`config.mk`:
```
export PLATFORM = sky130hd
export DESIGN_NAME = excl_reserve_unit
export DESIGN_NICKNAME = d
export VERILOG_FILES = /design/src/rtl/rsv_pkg.sv /design/src/rtl/rsv_word_cmp.sv /design/src/rtl/rsv_state.sv /design/src/rtl/rsv_sc_judge.sv /design/src/rtl/excl_reserve_unit.sv
export SDC_FILE = /design/constraint.sdc
export NUM_CORES = 1
export LEC_CHECK = 0
export BUFFER_PORTS_ARGS = -buffer_cell sky130_fd_sc_hd__buf_2
export CORE_MARGIN = 4
export CORE_UTILIZATION = 43
export CTS_CLUSTER_DIAMETER = 80
export DETAILED_ROUTE_END_ITERATION = 16
export PLACE_DENSITY = 0.85
export SYNTH_ARGS = -nofsm -noshare
export SYNTH_HDL_FRONTEND = slang
export SYNTH_SLANG_ARGS = --single-unit
```
`constraint.sdc`:
```
create_clock -name clk -period 2.4 [get_ports clk]
set_input_delay 0.24 -clock clk [delete_from_list [all_inputs] [get_ports clk]]
set_output_delay 0.24 -clock clk [all_outputs]
set_load 0.02 [all_outputs]
```
`src/rtl/rsv_pkg.sv`:
```
// Shared types for the reservation monitor.
// Assumes: one reservation, one update decision per cycle.
package rsv_pkg;

    // Action applied to the reservation register at the next edge.
    typedef enum logic [1:0] {
        RSV_KEEP = 2'd0,
        RSV_LOAD = 2'd1,
        RSV_DROP = 2'd2
    } rsv_op_e;

endpackage

```
`src/rtl/rsv_word_cmp.sv`:
```
// Compares a stored word address against a full byte address.
// Assumes: OFS_W low address bits select a byte inside a word and are ignored.
module rsv_word_cmp #(
    parameter int ADDR_W = 32,
    parameter int OFS_W  = 2,
    localparam int WORD_W = ADDR_W - OFS_W
) (
    input  logic [WORD_W-1:0] word_a,
    input  logic [ADDR_W-1:0] addr_b,
    output logic              hit
);
    generate
        if (OFS_W == 0) begin : g_full
            // Purpose: no byte offset, compare every bit.
            always_comb hit = (word_a == addr_b);
        end else begin : g_drop
            // Purpose: compare only the word part of the byte address.
            always_comb hit = (word_a == addr_b[ADDR_W-1:OFS_W]);
        end
    endgenerate
endmodule

```
`src/rtl/rsv_state.sv`:
```
// Holds the single reservation (valid flag and word address).
// Assumes: the caller resolves same-cycle priority into one op.
module rsv_state
    import rsv_pkg::*;
#(
    parameter int ADDR_W = 32,
    parameter int OFS_W  = 2,
    localparam int WORD_W = ADDR_W - OFS_W
) (
    input  logic              clk,
    input  logic              rst_n,
    input  rsv_op_e           op,
    input  logic [ADDR_W-1:0] load_addr,
    output logic              rsv_vld,
    output logic [WORD_W-1:0] rsv_word
);
    // Purpose: apply the chosen op to the reservation register.
    always_ff @(posedge clk) begin
        if (!rst_n) begin
            rsv_vld  <= 1'b0;
            rsv_word <= '0;
        end else begin
            case (op)
                RSV_LOAD: begin
                    rsv_vld  <= 1'b1;
                    rsv_word <= load_addr[ADDR_W-1:OFS_W];
                end
                RSV_DROP: rsv_vld <= 1'b0;
                default:  ;
            endcase
        end
    end

    AST_LOAD_SETS: assert property (@(posedge clk) disable iff (!rst_n)
        (op == RSV_LOAD) |=> rsv_vld);
    AST_DROP_CLEARS: assert property (@(posedge clk) disable iff (!rst_n)
        (op == RSV_DROP) |=> !rsv_vld);
endmodule

```
`src/rtl/rsv_sc_judge.sv`:
```
// Registers the store-conditional outcome: memory store and register result.
// Assumes: pass is already qualified with the request, reservation and conflicts.
module rsv_sc_judge #(
    parameter int ADDR_W = 32,
    parameter int DATA_W = 32
) (
    input  logic              clk,
    input  logic              rst_n,
    input  logic              sc_req,
    input  logic              pass,
    input  logic              rsv_vld,
    input  logic [ADDR_W-1:0] sc_addr,
    input  logic [DATA_W-1:0] sc_data,
    output logic              mem_we,
    output logic [ADDR_W-1:0] mem_waddr,
    output logic [DATA_W-1:0] mem_wdata,
    output logic              sc_done,
    output logic [DATA_W-1:0] sc_status
);
    // Purpose: launch the store and return 1/0 one cycle after the request.
    always_ff @(posedge clk) begin
        if (!rst_n) begin
            mem_we    <= 1'b0;
            mem_waddr <= '0;
            mem_wdata <= '0;
            sc_done   <= 1'b0;
            sc_status <= '0;
        end else begin
            mem_we    <= sc_req & pass;
            mem_waddr <= sc_addr;
            mem_wdata <= sc_data;
            sc_done   <= sc_req;
            sc_status <= DATA_W'(sc_req & pass);
        end
    end

    AST_WE_NEEDS_RSV: assert property (@(posedge clk) disable iff (!rst_n)
        mem_we |-> $past(rsv_vld));
    AST_WE_NEEDS_SC: assert property (@(posedge clk) disable iff (!rst_n)
        mem_we |-> $past(sc_req));
    AST_DONE_AFTER_SC: assert property (@(posedge clk) disable iff (!rst_n)
        sc_req |=> sc_done);
endmodule

```
`src/rtl/excl_reserve_unit.sv`:
```
// Load-linked / store-conditional reservation monitor for one processor.
// Assumes: at most one LL and one SC per cycle; write notices come from other agents.
// Same-cycle order: flush > LL > SC > external write.
module excl_reserve_unit
    import rsv_pkg::*;
#(
    parameter int ADDR_W = 32,
    parameter int DATA_W = 32,
    parameter int OFS_W  = 2,
    localparam int WORD_W = ADDR_W - OFS_W
) (
    input  logic              clk,
    input  logic              rst_n,
    input  logic              ll_req,
    input  logic [ADDR_W-1:0] ll_addr,
    input  logic              sc_req,
    input  logic [ADDR_W-1:0] sc_addr,
    input  logic [DATA_W-1:0] sc_data,
    input  logic              ext_wr,
    input  logic [ADDR_W-1:0] ext_addr,
    input  logic              flush,
    output logic              mem_we,
    output logic [ADDR_W-1:0] mem_waddr,
    output logic [DATA_W-1:0] mem_wdata,
    output logic              sc_done,
    output logic [DATA_W-1:0] sc_status
);
    logic              rsv_vld;
    logic [WORD_W-1:0] rsv_word;
    logic              sc_hit;
    logic              ext_hit;
    logic              sc_pass;
    rsv_op_e           nxt_op;

    rsv_word_cmp #(.ADDR_W(ADDR_W), .OFS_W(OFS_W)) u_sc_cmp (
        .word_a(rsv_word), .addr_b(sc_addr), .hit(sc_hit));

    rsv_word_cmp #(.ADDR_W(ADDR_W), .OFS_W(OFS_W)) u_ext_cmp (
        .word_a(rsv_word), .addr_b(ext_addr), .hit(ext_hit));

    // Purpose: SC succeeds only on a live, matching, unbroken reservation.
    always_comb sc_pass = rsv_vld & sc_hit & ~flush & ~(ext_wr & ext_hit);

    // Purpose: resolve same-cycle events into one reservation update.
    always_comb begin
        if (flush)                  nxt_op = RSV_DROP;
        else if (ll_req)            nxt_op = RSV_LOAD;
        else if (sc_req)            nxt_op = RSV_DROP;
        else if (ext_wr && ext_hit) nxt_op = RSV_DROP;
        else                        nxt_op = RSV_KEEP;
    end

    rsv_state #(.ADDR_W(ADDR_W), .OFS_W(OFS_W)) u_state (
        .clk(clk), .rst_n(rst_n), .op(nxt_op), .load_addr(ll_addr),
        .rsv_vld(rsv_vld), .rsv_word(rsv_word));

    rsv_sc_judge #(.ADDR_W(ADDR_W), .DATA_W(DATA_W)) u_judge (
        .clk(clk), .rst_n(rst_n), .sc_req(sc_req), .pass(sc_pass),
        .rsv_vld(rsv_vld), .sc_addr(sc_addr), .sc_data(sc_data),
        .mem_we(mem_we), .mem_waddr(mem_waddr), .mem_wdata(mem_wdata),
        .sc_done(sc_done), .sc_status(sc_status));

    AST_FLUSH_CLEARS: assert property (@(posedge clk) disable iff (!rst_n)
        flush |=> !rsv_vld);
    AST_WE_ONLY_WITH_DONE: assert property (@(posedge clk) disable iff (!rst_n)
        mem_we |-> sc_done);
    AST_NO_WE_AFTER_FLUSH: assert property (@(posedge clk) disable iff (!rst_n)
        $past(flush) |-> !mem_we);
endmodule

```
==> results.json, run 1 <==
{
  "cts_root_buffer": "clkbuf_8",
  "synth_area_per_cell_sq_um": 9.83,
  "drive_gt1_share_pct": 37.2,
  "grt_max_degree": 96,
  "max_cap_violations": 0,
  "p_per_area_nw_per_um2": 664,
  "ir_drop_mv": 0.286,
  "synthTopCellsByArea": "dfxtp_1 (51%), and2_1 (11%), xnor2_1 (8.9%), buf_4 (6.3%), nand2_1 (6.0%)",
  "fin_util_pct": 57.2,
  "critPathKind": "register to register",
  "grt_pass1_vias": 3181,
  "start_kind": "register",
  "endpoint": "u_state.rsv_vld",
  "numCtsBuffers": 9,
  "cts_resized": 0,
  "die_w_um": 103,
  "synth_area_sq_um": 3840,
  "ys_seq_area_share_pct": 50.5,
  "crit_fanout": 3,
  "ff2ff_path_depth": 9,
  "dp.final_hpwl_um": 8260,
  "crit_arrival_ns": 2.33,
  "die_h_um": 103,
  "start_util_pct": 44.1,
  "clk_pin_slew_ns": 0.10,
  "hold_viol": 0,
  "cts_buffer_depth": 2,
  "totalWireLength_um": 10400,
  "gr-usage-met3_pct": 8.05,
  "grt_pass1_wl_um": 15200,
  "overflow": 0,
  "avgRoutedWirePerCell_um": 14.9,
  "maxSlewViolCount": 0,
  "worst_pin_slew_ns": 0.707,
  "startpoint": "u_state.rsv_word[28]",
  "fin_setup_tns_ns": 0,
  "clk_latency_ns": 0.35,
  "r2r_start": "u_state.rsv_word[28]",
  "antenna_cells": 0,
  "drt_first_iter_violations": 68,
  "mostFrequentLayoutCells": "buf_2 (196), dfxtp_1 (97), and2_1 (65)",
  "cts_tree": "built",
  "final_common_cell": "buf_2",
  "place_area_sq_um": 4790,
  "holdBufCountCts": 0,
  "synth_top_cell_area_share_pct": 50.5,
  "finalSetupViolCount": 0,
  "htree_levels": 3,
  "clock-skew-final_ns": 0.00808,
  "instances_no_fill": 696,
  "status": "complete, no violations",
  "final_cell_area_sq_um": 4990,
  "ys_seq_elements": 97,
  "worstHoldPathCells": 2,
  "grt.total_usage_pct": 19.0,
  "crit_path_end_kind": "register",
  "grtUsageMet1_pct": 20.3,
  "post-cts-setup-buffers": 0,
  "yosysUniqueCellTypes": 23,
  "drtPass1Iterations": 6,
  "busiest_layer": "met2",
  "fmax_ghz": 0.481,
  "leakage_nw": 2.38,
  "slew_headroom_pct": 52.8,
  "clock-sinks": 97,
  "post-route-drc-count": 0,
  "dp_cells": 680,
  "r2r_setup_slack_ns": 0.32,
  "fin_crit_ns": 2.08,
  "fp-row-count": 34,
  "final_nets": 718,
  "core_sq_um": 8720,
  "gp_congestion": 0.776,
  "timing.rr.end": "u_state.rsv_vld",
  "vias": 3146,
  "synthCells": 391,
  "fp.dieArea_sq_um": 10500,
  "viasPerCell": 4.52,
  "cp_data_required_time_ns": 2.65,
  "synth.yosys.warnings": 0,
  "hold_path.class": "primary input to register",
  "gr-usage-met2_pct": 33.4,
  "ant_nets": 0,
  "fin_crit_sh_pct": 86.6,
  "syn_to_final_growth_pct": 29.8,
  "io_pins": 232,
  "synth_top_area_cell": "dfxtp_1",
  "hold_ws_ns": 0.0832,
  "rsz0062_at_grt": "no",
  "antenna_found_initial": 2,
  "io_buffers": 196
}
routing by layer:
| layer | part of all wire (%) | wire, um |
|---|---|---|
| met5 | 0.21 | 22 |
| met4 | 2.4 | 252 |
| met3 | 11 | 1150 |
| met2 | 51 | 5240 |
| met1 | 36 | 3690 |
stage by stage:
step           setup slack [ns]  total power [mW]
2_1_floorplan             0.690              2.10
3_3_place_gp              0.395              2.28
3_5_place_dp              0.363              2.30
4_1_cts                   0.319              3.34
5_1_grt                   0.127              3.47
6_report                  0.321              3.31
worst min path at each step:
stage	to	slack [ns]	start
5_1_grt	u_judge.mem_wdata[23]	0.06	sc_data[23]
2_1_floorplan	u_judge.sc_status[0]	0.31	flush
4_1_cts	u_judge.mem_wdata[1]	0.07	sc_data[1]
6_report	u_judge.mem_wdata[30]	0.08	sc_data[30]
3_5_place_dp	u_judge.mem_wdata[13]	0.45	sc_data[13]
3_3_place_gp	u_judge.mem_wdata[22]	0.45	sc_data[22]
where the power goes:
part           internal (mW)  switching (mW)  total, mW
Clock                  0.491           0.569       1.06
Combinational          0.225           0.297      0.522
Sequential              1.69          0.0398       1.73
sequential cells by signal, summed over array words and instances, names as in the netlist:
signal,cells
u_judge.sc_done,1
u_judge.sc_status,1
u_state.rsv_word,30
u_judge.mem_waddr,32
u_judge.mem_wdata,32
u_state.rsv_vld,1
cells in the mapped netlist, drive strengths merged:
| cell type | number |
|---|---|
| clkbuf | 13 |
| conb | 1 |
| a21oi | 1 |
| o21ai | 1 |
| dfxtp | 97 |
| nor4 | 8 |
| nand4 | 11 |
| xor2 | 21 |
| and2 | 66 |
| nor2b | 1 |
| buf | 35 |
| xnor2 | 39 |
| inv | 1 |
| a21boi | 30 |
| nor3b | 1 |
| nand2 | 61 |
| nor2 | 1 |
| nand3 | 2 |
| ha | 1 |
kinds of logic after synthesis:
kind of cell	count (synthesis)	synth area share, %
buf+inv	49	8.01
simple gates	151	21.2
other cells	1	0.0976
xor+xnor	60	13.7
compound gates	32	6.12
flops	97	50.5
fa+ha+maj	1	0.326
worst max-delay path, stage by stage, from the launching register on:
cell and delay (ns):
dfxtp_1 0.35, xnor2_1 0.24, nand4_1 0.13, nor4_1 0.35
nand4_1 0.18, a21oi_1 0.20, ha_1 0.26, nand2_1 0.06
o21ai_0 0.06, and2_1 0.15
layout make-up:
type / count / area [sq um]
clock buffers: 11 / 131
fillers: 794 / 3730
repair buffers: 199 / 1000
multi-input cells: 275 / 1710
flip-flops and latches: 97 / 1940
clock inverters: 5 / 63.8
well taps: 108 / 135
inverters: 1 / 3.75
Note: power is estimated with default switching activity, not from simulation.
==> run 2: changes to the inputs <==
--- a/config.mk
+++ b/config.mk
@@ -7,10 +7,10 @@
 export LEC_CHECK = 0
 export BUFFER_PORTS_ARGS = -buffer_cell sky130_fd_sc_hd__buf_2
 export CORE_MARGIN = 4
-export CORE_UTILIZATION = 43
+export CORE_UTILIZATION = 30
 export CTS_CLUSTER_DIAMETER = 80
 export DETAILED_ROUTE_END_ITERATION = 16
-export PLACE_DENSITY = 0.85
+export PLACE_DENSITY = 0.64
 export SYNTH_ARGS = -nofsm -noshare
 export SYNTH_HDL_FRONTEND = slang
 export SYNTH_SLANG_ARGS = --single-unit
==> run 2 against run 1 <==
Against the previous run:
- clock power up 35%
- utilization down 16 points
- non-clock buffer count rose by 1
- cell count increased by 9.3%
- fmax fell by 2.8%
- sequential cell count is the same
- critical path depth unchanged
- sequential share of layout area decreased by 1.4 points
- global-route usage fell by 4.2 points
- register-to-register slack lost 0.06 ns
- critical endpoint unchanged
- highest routed layer unchanged
==> results.json, run 2 (same netlist as run 1, synthesis figures left out) <==
{
  "status": "complete, no violations",
  "clk_pin_slew_ns": 0.06,
  "max_cap_violations": 0,
  "cts_buffer_depth": 2,
  "finalSetupViolCount": 0,
  "hold_path.class": "primary input to register",
  "viasPerCell": 4.12,
  "holdBufCountCts": 0,
  "top_layer": "met5",
  "fp.dieArea_sq_um": 14700,
  "start_kind": "register",
  "syn_to_final_growth_pct": 34.6,
  "slew_headroom_pct": 49.7,
  "htree_levels": 3,
  "antenna_found_initial": 1,
  "fin_crit_sh_pct": 89.1,
  "clock-skew-final_ns": 0.00294,
  "io_buffers": 196,
  "p_per_area_nw_per_um2": 715,
  "numCtsBuffers": 9,
  "start_util_pct": 30.6,
  "clock-sinks": 97,
  "fin_crit_ns": 2.14,
  "fmax_ghz": 0.468,
  "critPathKind": "register to register",
  "die_h_um": 121,
  "hold_ws_ns": 0.0988,
  "crit_fanout": 3,
  "antenna_cells": 0,
  "drtPass1Iterations": 4,
  "wl_met2_um": 5310,
  "io_pins": 232,
  "rsz0062_at_grt": "no",
  "switchingPower_uw": 938,
  "drt_first_iter_violations": 116,
  "grt.total_usage_pct": 14.8,
  "clk_latency_ns": 0.34,
  "ir_drop_mv": 0.324,
  "maxSlewViolCount": 0,
  "avgRoutedWirePerCell_um": 14.6,
  "wirelength_met1_um": 4570,
  "overflow": 0,
  "gp_congestion": 0.845,
  "final_nets": 719,
  "internal-power_mw": 2.76,
  "crit_path_end_kind": "register",
  "ant_nets": 0,
  "cts_tree": "built",
  "grt_max_degree": 96,
  "reg_top3": "u_judge.mem_waddr x32, u_judge.mem_wdata x32, u_state.rsv_word x30",
  "grt_pass1_wl_um": 16200,
  "totalWireLength_um": 11100,
  "swShare_pct": 25.4,
  "dr_wl_met3_um": 1060,
  "fp-row-count": 41,
  "die_w_um": 121,
  "grt_pass1_vias": 3130,
  "fill_cells": 1267,
  "post-cts-setup-buffers": 0,
  "final_common_cell": "buf_2",
  "clkPwrFrac_pct": 38.8,
  "hold_viol": 0,
  "crit_arrival_ns": 2.38,
  "dp.final_hpwl_um": 8740,
  "worst_pin_slew_ns": 0.755,
  "fin_setup_tns_ns": 0,
  "p_seq_share_pct": 46.8,
  "p_comb_share_pct": 14.4,
  "cts_resized": 0,
  "vias": 3138,
  "mostFrequentLayoutCells": "buf_2 (196), dfxtp_1 (97), and2_1 (65)",
  "cts_root_buffer": "clkbuf_16",
  "cp_data_required_time_ns": 2.64,
  "core_sq_um": 12600,
  "leakage_nw": 2.43,
  "post-route-drc-count": 0,
  "drive_gt1_share_pct": 37.0
}
==> run 2: cell types whose count changed in the layout (fill, tap and decap cells not counted), sizes merged <==
cell,delta
inv,-1
clkinv,-2
clkbuf,+3
buf,+1
==> run 2: final timing paths <==
kind,slack [ns],startpoint,to,depth (start not counted)
hold reg to reg,0.49,u_state.rsv_word[0],u_state.rsv_word[0],2
setup / recovery,0.26,u_state.rsv_word[21],u_state.rsv_vld,9
hold / removal,0.1,sc_data[3],u_judge.mem_wdata[3],2
setup reg to reg,0.26,u_state.rsv_word[21],u_state.rsv_vld,9
==> run 2: cell type report <==
cell class / count / area (sq um) / share of cell area (%)
clock buffer: 14 / 254 / 4.91
clock inverter: 2 / 37.5 / 0.726
inverter: 1 / 3.75 / 0.0726
multi-input combinational: 275 / 1710 / 33.0
sequential: 97 / 1940 / 37.6
tap: 172 / 215 / 4.16
timing repair buffer: 200 / 1010 / 19.5
==> run 2: critical path: stages (launching register included) <==
cell	delay, ns
dfxtp_1	0.34
xnor2_1	0.29
nand4_1	0.18
nor4_1	0.33
nand4_1	0.15
a21oi_1	0.19
ha_1	0.26
nand2_1	0.06
o21ai_0	0.08
and2_1	0.16
==> run 2: routing by layer <==
layer  vias up  track usage, %
met5         -               0
met4         2            4.83
met3        11            5.45
met2       143            24.9
met1      1417            17.4
li1       1565               -
==> run 2: through the flow <==
step | util [%] | std cells | worst slack (ns) | power, mW | instance area [sq um]
after floorplan | - | 421 | 0.690 | 2.10 | 3960
after global placement | 38.8 | 745 | 0.244 | 2.30 | 4880
after detailed placement | 38.8 | 745 | 0.251 | 2.31 | 4880
after CTS | 41.1 | 761 | 0.232 | 3.76 | 5170
after global routing | 41.1 | 761 | 0.152 | 3.87 | 5170
final | 41.1 | 761 | 0.261 | 3.70 | 5170
==> run 2: power groups by stage <==
stage                     sequential (mW)  clock (mW)  combinational, mW
final                                1.73        1.43              0.531
after global routing                 1.74        1.55              0.581
after CTS                            1.73        1.49              0.540
after detailed placement             1.77           0              0.538
after global placement               1.76           0              0.531
after floorplan                      1.84           0              0.265
==> run 3: changes to the inputs <==
--- a/config.mk
+++ b/config.mk
@@ -6,11 +6,13 @@
 export NUM_CORES = 1
 export LEC_CHECK = 0
 export BUFFER_PORTS_ARGS = -buffer_cell sky130_fd_sc_hd__buf_2
+export CELL_PAD_IN_SITES_DETAIL_PLACEMENT = 0
+export CELL_PAD_IN_SITES_GLOBAL_PLACEMENT = 2
 export CORE_MARGIN = 4
-export CORE_UTILIZATION = 30
+export CORE_UTILIZATION = 24
 export CTS_CLUSTER_DIAMETER = 80
 export DETAILED_ROUTE_END_ITERATION = 16
-export PLACE_DENSITY = 0.64
+export PLACE_DENSITY = 0.85
 export SYNTH_ARGS = -nofsm -noshare
 export SYNTH_HDL_FRONTEND = slang
 export SYNTH_SLANG_ARGS = --single-unit
==> constraint.sdc (replaced) <==
create_clock -name clk -period 2.4 [get_ports clk]
set_input_delay 0.24 -clock clk [delete_from_list [all_inputs] [get_ports clk]]
set_output_delay 0.24 -clock clk [all_outputs]
set_load 0.1 [all_outputs]
==> run 3 against run 2 <==
Against the previous run:
- global-route usage down 1.8 points
- final area grew 1.8%
- first-iteration DRC count is 6.0% lower
- register-to-register slack better by 0.06 ns
- via count decreased by 1.1%
- utilization fell by 7.0 points
- critical path depth is the same
- die area is 23% higher
- critical path type unchanged
- largest cell class unchanged
==> results.json, run 3 (same netlist as run 1, synthesis figures left out) <==
{
  "worst_pin_slew_ns": 0.735,
  "switchingPower_mw": 1.50,
  "gp_congestion": 0.774,
  "grt_pass1_vias": 3161,
  "htree_levels": 3,
  "post-cts-setup-buffers": 0,
  "viasPerCell": 3.88,
  "fin_crit_sh_pct": 86.6,
  "mostFrequentLayoutCells": "buf_2 (196), dfxtp_1 (97), and2_1 (65)",
  "slew_headroom_pct": 51.0,
  "fp-row-count": 45,
  "p_per_area_nw_per_um2": 843,
  "cts_buffer_depth": 2,
  "ant_nets": 0,
  "post-route-drc-count": 0,
  "die_w_um": 135,
  "drtPass1Iterations": 4,
  "antenna_found_initial": 2,
  "syn_to_final_growth_pct": 37.0,
  "crit_arrival_ns": 2.32,
  "crit_path_end_kind": "register",
  "totalWireLength_um": 11900,
  "instances_no_fill": 800,
  "reg_top3": "u_judge.mem_waddr x32, u_judge.mem_wdata x32, u_state.rsv_word x30",
  "overflow": 0,
  "internal-power_mw": 2.94,
  "clk_pin_slew_ns": 0.07,
  "final_nets": 718,
  "crit_fanout": 3,
  "rsz0062_at_grt": "no",
  "critPathKind": "register to register",
  "status": "complete, no violations",
  "dp_cells": 783,
  "cp_data_required_time_ns": 2.64,
  "hold_ws_ns": 0.0931,
  "fin_crit_ns": 2.08,
  "fp.dieArea_sq_um": 18100,
  "drive_gt1_share_pct": 37.4,
  "grt.total_usage_pct": 12.9,
  "endpoint": "u_state.rsv_vld",
  "grt_pass1_wl_um": 17500,
  "core_sq_um": 15400,
  "timing.rr.end": "u_state.rsv_vld",
  "clock-sinks": 97,
  "holdBufCountCts": 0,
  "die_h_um": 135,
  "dp_worst_setup_slack_ns": 0.357,
  "clock-skew-final_ns": 0.00844,
  "swShare_pct": 33.7,
  "ff2ff_path_depth": 9,
  "dp.final_hpwl_um": 9490,
  "leakage_nw": 2.46,
  "drt_first_iter_violations": 109,
  "finalSetupViolCount": 0,
  "hold_viol": 0,
  "setup_slack_ns": 0.321,
  "r2r_start": "u_state.rsv_word[2]",
  "avgRoutedWirePerCell_um": 14.9,
  "cts_root_buffer": "clkbuf_16",
  "vias": 3105,
  "io_pins": 232,
  "io_buffers": 196,
  "clk_latency_ns": 0.35,
  "hold_path.class": "primary input to register",
  "p_comb_share_pct": 23.6,
  "p_seq_share_pct": 39.0,
  "cts_tree": "built",
  "fmax_ghz": 0.481,
  "max_cap_violations": 0,
  "final_common_cell": "buf_2",
  "r2r_setup_slack_ns": 0.32,
  "clkPwrFrac_pct": 37.4,
  "ir_drop_mv": 0.313,
  "startpoint": "u_state.rsv_word[2]",
  "numCtsBuffers": 9,
  "start_util_pct": 24.9,
  "cts_resized": 0,
  "maxSlewViolCount": 0,
  "fin_setup_tns_ns": 0,
  "fin_util_pct": 34.1,
  "grt_max_degree": 96,
  "start_kind": "register"
}
==> run 3: changes by cell type in the layout (fill, tap and decap cells not counted), sizes merged <==
| cell | before | now |
|---|---|---|
| clkinvlp | 1 | 0 |
| inv | 1 | 3 |
| diode | 0 | 1 |
| buf | 200 | 199 |
| bufinv | 1 | 3 |
| clkinv | 0 | 1 |
| clkbuf | 14 | 10 |
==> run 3: final cells by class <==
| type | count | area [sq um] |
|---|---|---|
| Antenna cell | 1 | 2.50 |
| Clock buffer | 10 | 229 |
| Clock inverter | 6 | 113 |
| Fill cell | 1667 | 10200 |
| Inverter | 1 | 3.75 |
| Multi-Input combinational cell | 275 | 1710 |
| Sequential cell | 97 | 1940 |
| Tap cell | 211 | 264 |
| Timing Repair Buffer | 199 | 1000 |
==> run 3: critical path: stages, from the launching register on <==
cell and delay, ns:
dfxtp_1 0.34, xnor2_1 0.34, nand4_1 0.14, nor4_1 0.28, nand4_1 0.15, a21oi_1 0.18, ha_1 0.25, nand2_1 0.06
o21ai_0 0.06, and2_1 0.15
==> run 3: stage by stage <==
| stage | cell area (sq um) | total power, mW |
|---|---|---|
| 2_1_floorplan | 3960 | 2.62 |
| 3_3_place_gp | 4920 | 2.82 |
| 3_5_place_dp | 4920 | 2.82 |
| 4_1_cts | 5260 | 4.51 |
| 5_1_grt | 5260 | 4.63 |
| 6_report | 5270 | 4.44 |
==> run 3: power groups by stage <==
stage,clock [mW],combinational [mW],sequential (mW)
after floorplan,0,0.433,2.19
after detailed placement,0,1.05,1.77
after CTS,1.72,1.06,1.73
after global routing,1.79,1.10,1.74
after global placement,0,1.05,1.77
final,1.66,1.05,1.73
==> run 3: worst min path at each step <==
stage	start	endpoint	cells past startpoint
2_1_floorplan	flush	u_judge.sc_status[0]	1
6_report	sc_data[13]	u_judge.mem_wdata[13]	2
4_1_cts	sc_data[13]	u_judge.mem_wdata[13]	2
3_3_place_gp	sc_data[13]	u_judge.mem_wdata[13]	2
3_5_place_dp	sc_data[13]	u_judge.mem_wdata[13]	2
5_1_grt	sc_data[12]	u_judge.mem_wdata[12]	2
==> run 3: per-layer routing <==
layer / up-vias / part of all wire, % / GRT usage, %
met5: - / 0.18 / 0
met4: 4 / 1.2 / 3.68
met3: 13 / 8.7 / 5.22
met2: 128 / 48 / 21.7
met1: 1399 / 41 / 15.4
li1: 1561 / - / -
